<file path="config.mk">
export PLATFORM = sky130hd
export DESIGN_NAME = cond_gate
export DESIGN_NICKNAME = d
export VERILOG_FILES = /design/src/rtl/cond_gate_pkg.sv /design/src/rtl/cond_test.sv /design/src/rtl/ovf_detect.sv /design/src/rtl/result_stage.sv /design/src/rtl/cond_gate.sv
export SDC_FILE = /design/constraint.sdc
export NUM_CORES = 1
export LEC_CHECK = 0
export ABC_CLOCK_PERIOD_IN_PS = 1500
export BUFFER_PORTS_ARGS = -buffer_cell sky130_fd_sc_hd__buf_2
export CORE_MARGIN = 1
export CORE_UTILIZATION = 15
export DETAILED_ROUTE_END_ITERATION = 12
export GPL_TIMING_DRIVEN = 0
export PLACE_DENSITY = 0.8
export SYNTH_ARGS = -nofsm -noshare
export SYNTH_HDL_FRONTEND = slang
export SYNTH_SLANG_ARGS = --single-unit
</file>
<file path="constraint.sdc">
create_clock -name clk -period 1.5 [get_ports clk]
set_input_delay 0.3 -clock clk [delete_from_list [all_inputs] [get_ports clk]]
set_output_delay 0.3 -clock clk [all_outputs]
set_load 0.01 [all_outputs]
</file>
<file path="src/rtl/cond_gate_pkg.sv">
package cond_gate_pkg;
  typedef struct packed {
    logic n;
    logic z;
    logic c;
    logic v;
  } flags_t;

  // Upper three bits of the condition field select a test; bit 0 inverts it.
  typedef enum logic [2:0] {
    GRP_ZERO   = 3'd0,
    GRP_CARRY  = 3'd1,
    GRP_NEG    = 3'd2,
    GRP_OVF    = 3'd3,
    GRP_HIGHER = 3'd4,
    GRP_SGE    = 3'd5,
    GRP_SGT    = 3'd6,
    GRP_ALWAYS = 3'd7
  } cond_grp_t;
endpackage

</file>
<file path="src/rtl/cond_test.sv">
module cond_test
  import cond_gate_pkg::*;
(
  input  logic [3:0] code,
  input  flags_t     flags,
  output logic       pass
);
  cond_grp_t grp;
  logic      base;

  always_comb begin
    grp = cond_grp_t'(code[3:1]);
    unique case (grp)
      GRP_ZERO:   base = flags.z;
      GRP_CARRY:  base = flags.c;
      GRP_NEG:    base = flags.n;
      GRP_OVF:    base = flags.v;
      GRP_HIGHER: base = flags.c & ~flags.z;
      GRP_SGE:    base = ~(flags.n ^ flags.v);
      GRP_SGT:    base = ~flags.z & ~(flags.n ^ flags.v);
      default:    base = 1'b1;
    endcase
    // The always group ignores the invert bit so that the all-ones code also passes.
    pass = (grp == GRP_ALWAYS) ? 1'b1 : (base ^ code[0]);
  end
endmodule

</file>
<file path="src/rtl/ovf_detect.sv">
module ovf_detect #(
  parameter int DATA_W = 32
) (
  input  logic [DATA_W-1:0] a,
  input  logic [DATA_W-1:0] b,
  input  logic [DATA_W-1:0] r,
  output logic              add_ovf,
  output logic              sub_ovf
);
  localparam int MSB = DATA_W - 1;

  logic sa, sb, sr;
  logic unused_low;

  assign sa = a[MSB];
  assign sb = b[MSB];
  assign sr = r[MSB];

  generate
    if (DATA_W > 1) begin : g_low
      assign unused_low = ^{a[MSB-1:0], b[MSB-1:0], r[MSB-1:0]};
    end else begin : g_nolow
      assign unused_low = 1'b0;
    end
  endgenerate

  // Operands of equal sign for a sum, or opposite sign for a difference,
  // overflow when the result's sign leaves that of the first operand.
  assign add_ovf = ~(sa ^ sb) & (sa ^ sr);
  assign sub_ovf =  (sa ^ sb) & (sa ^ sr);
endmodule

</file>
<file path="src/rtl/result_stage.sv">
module result_stage #(
  parameter int WIDTH = 3
) (
  input  logic             clk,
  input  logic             rst,
  input  logic             load,
  input  logic [WIDTH-1:0] d,
  output logic             vld,
  output logic [WIDTH-1:0] q
);
  always_ff @(posedge clk) begin
    if (rst) begin
      vld <= 1'b0;
      q   <= '0;
    end else begin
      vld <= load;
      if (load) q <= d;
    end
  end
endmodule

</file>
<file path="src/rtl/cond_gate.sv">
module cond_gate
  import cond_gate_pkg::*;
#(
  parameter int DATA_W = 32
) (
  input  logic              clk,
  input  logic              rst,
  input  logic              in_valid,
  input  logic [3:0]        in_code,
  input  logic [3:0]        in_flags,
  input  logic [DATA_W-1:0] op_a,
  input  logic [DATA_W-1:0] op_b,
  input  logic [DATA_W-1:0] op_r,
  output logic              out_valid,
  output logic              out_pass,
  output logic              out_add_ovf,
  output logic              out_sub_ovf
);
  localparam int RES_W = 3;

  logic             pass_c;
  logic             add_c;
  logic             sub_c;
  logic [RES_W-1:0] res_q;

  cond_test u_test (
    .code  (in_code),
    .flags (flags_t'(in_flags)),
    .pass  (pass_c)
  );

  ovf_detect #(.DATA_W(DATA_W)) u_ovf (
    .a       (op_a),
    .b       (op_b),
    .r       (op_r),
    .add_ovf (add_c),
    .sub_ovf (sub_c)
  );

  result_stage #(.WIDTH(RES_W)) u_stage (
    .clk  (clk),
    .rst  (rst),
    .load (in_valid),
    .d    ({pass_c, add_c, sub_c}),
    .vld  (out_valid),
    .q    (res_q)
  );

  assign {out_pass, out_add_ovf, out_sub_ovf} = res_q;
endmodule

</file>
==> impl_metrics.py <==
metrics = {
    "run_status": {
        "status": "finished, violations left",
        "failed_checks": "DRC",
    },
    "place": {
        "gp_congestion": 0.756,
        "dp_slack_ps": 55.6,
        "dp_cells": 72,
        "placed_area_um2": 384,
        "port_buffers": 16,
    },
    "setup_path": {
        "end_kind": "register",
        "slowest_delay_ps": 530,
        "worstSetupPathType": "input port to register",
        "startpoint_type": "input port",
        "path_cells": "buf_2 -> mux4_2 -> o41ai_1 -> nor3_1",
        "crit_slowest_cell": "mux4_2",
        "cp.arrival_ps": 1320,
        "crit_required_ps": 1610,
        "critPathMaxFanout": 5,
    },
    "routing": {
        "viasPerCell": 4.16,
        "drc_errors": 3,
        "antenna_left": 0,
        "vias": 312,
        "drt_wl_total_um": 771,
        "drt_iter0_drc": 7,
        "routedWlPerCell_um": 10.3,
        "first_pass_iters": 8,
    },
    "die": {
        "rows": 15,
        "ios": 111,
        "initial_core_util_pct": 16.0,
        "die_w_um": 44.6,
        "dieHeight_um": 44.6,
        "core_um2": 1710,
        "die-area_um2": 1990,
    },
    "global_route": {
        "grt_max_degree": 10,
        "grt.overflow.total": 0,
        "antenna_found_initial": 0,
        "grt_pass1_vias": 330,
        "grt_pass1_wl_mm": 1.25,
        "track_usage_pct": 9.05,
    },
    "cts": {
        "cts.repair.resized": 0,
        "cts_buffers": 3,
        "cts.clk_slew.worst_paths_ps": 40,
        "clkSinkCount": 4,
        "worstSkewPairLatency_ps": 230,
        "holdBufCountCts": 0,
        "cts.path.max_buffers": 2,
        "cts_tree": "yes",
        "post_cts.repair.setup_buffers": 0,
        "cts-root-buf": "clkbuf_4",
        "cts_htree_levels": 1,
    },
    "final_layout": {
        "post-route-util_pct": 23.8,
        "fin_cells": 75,
        "seq_area_um2": 80.1,
        "antenna_cells": 0,
        "nets": 159,
        "syn_to_final_growth_pct": 49.1,
        "multiInputGateArea_um2": 189,
        "drive_gt1_share_pct": 44.0,
        "nFillCells": 195,
        "design_area_um2": 407,
    },
    "synth": {
        "synthCells": 31,
        "yosys.area.top_type": "dfxtp_1",
        "yosysUniqueCellTypes": 20,
        "synth_seq_area_share_pct": 29.4,
        "synth_area_leaders": "dfxtp_1 29%, mux4_2 8.3%, a311oi_1 6.4%",
        "yosysTopAreaCellShare_pct": 29.4,
        "synth_nets": 138,
        "synth.yosys.warnings": 0,
        "syn_area_um2": 273,
        "synth_area_per_cell_um2": 8.80,
        "ys_ff_latch": 4,
    },
    "pwr": {
        "leakage_nw": 0.168,
        "powerDensity_nw_per_um2": 806,
        "design_power_total_mw": 0.328,
        "peakVddDrop_v": 0.000226,
    },
    "timing": {
        "min_period_ps": 1210,
        "max_freq_mhz": 827,
        "tightest_slew_ps": 334,
        "hold_slack_ps": 275,
        "setup_slack_ps": 290,
        "hold_viol": 0,
        "clock_skew_ps": 0,
        "min_period_over_period_pct": 80.7,
        "setup_viol": 0,
        "rsz0062_at_grt": "no",
        "setup_tns_ps": 0,
        "relSlewSlack_pct": 77.7,
        "drv_slew": 0,
    },
    "min_path": {
        "min_path_type": "input port to register",
    },
    "flow_run": {
        "drv_cap": 0,
    },
}
kinds of logic after synthesis:
family | synth area share, %
mux | 8.26
flops | 29.4
xor+xnor | 3.21
compound gates | 14.7
simple gates | 43.1
buf+inv | 1.37
worst max-delay path, delay by kind of cell:
family	cells	cell delay, ps
compound gates	1	300
buf+inv	1	120
mux	1	530
simple gates	1	80
placed cells by master (no fill, tap or decap), drive strengths merged:
master,count
o41ai,1
a32oi,1
nor3b,1
and2b,1
nand2,2
dfxtp,4
xnor2,1
nor4b,1
a311oi,2
nor2b,1
clkbuf,4
buf,16
nand3b,2
nand4,2
o21ai,1
nor3,1
nor2,4
mux4,1
or4b,1
nand3,1
or3b,2
worst paths after layout:
kind / start / end / slack, ps / cells after the start
max: in_code[2] / u_stage.q[2]$_SDFFE_PP0P_ / 290 / 4
min reg2reg: u_stage.q[1]$_SDFFE_PP0P_ / u_stage.q[1]$_SDFFE_PP0P_ / 490 / 2
max reg2reg: u_stage.q[2]$_SDFFE_PP0P_ / u_stage.q[2]$_SDFFE_PP0P_ / 740 / 4
min: rst / u_stage.vld$_SDFF_PP0_ / 280 / 2
where the power goes:
part	switching, mW	internal, mW	leakage [nW]
combinational	0.0381	0.0376	0.121
clock	0.0445	0.0895	0.0138
sequential	0.00332	0.114	0.0332
synth_stat cells (all sizes together):
master / count
nand3b: 2
o21ai: 1
o41ai: 1
or4b: 1
dfxtp: 4
a311oi: 2
nor3b: 1
nor2b: 1
nor2: 4
clkbuf: 1
nand2: 2
and2b: 1
nand3: 1
or3b: 2
nor3: 1
nand4: 2
xnor2: 1
nor4b: 1
mux4: 1
a32oi: 1
layer usage:
layer / routed length (µm) / global-route usage (%)
met5: 0 / 0
met4: 0 / 9.09
met3: 59 / 4.08
met2: 358 / 12.9
met1: 354 / 9.56
final cells by class:
cell class | count | share of cell area (%)
plain buffers | 1 | 0.923
clock buffers | 3 | 5.54
well taps | 25 | 7.69
multi-input cells | 26 | 46.5
flip-flops and latches | 4 | 19.7
repair buffers | 16 | 19.7
state kept, by name (all words and copies together) (netlist names):
signal / flops
u_stage.q: 3
u_stage.vld: 1
Power figures use the tool's default switching activity.
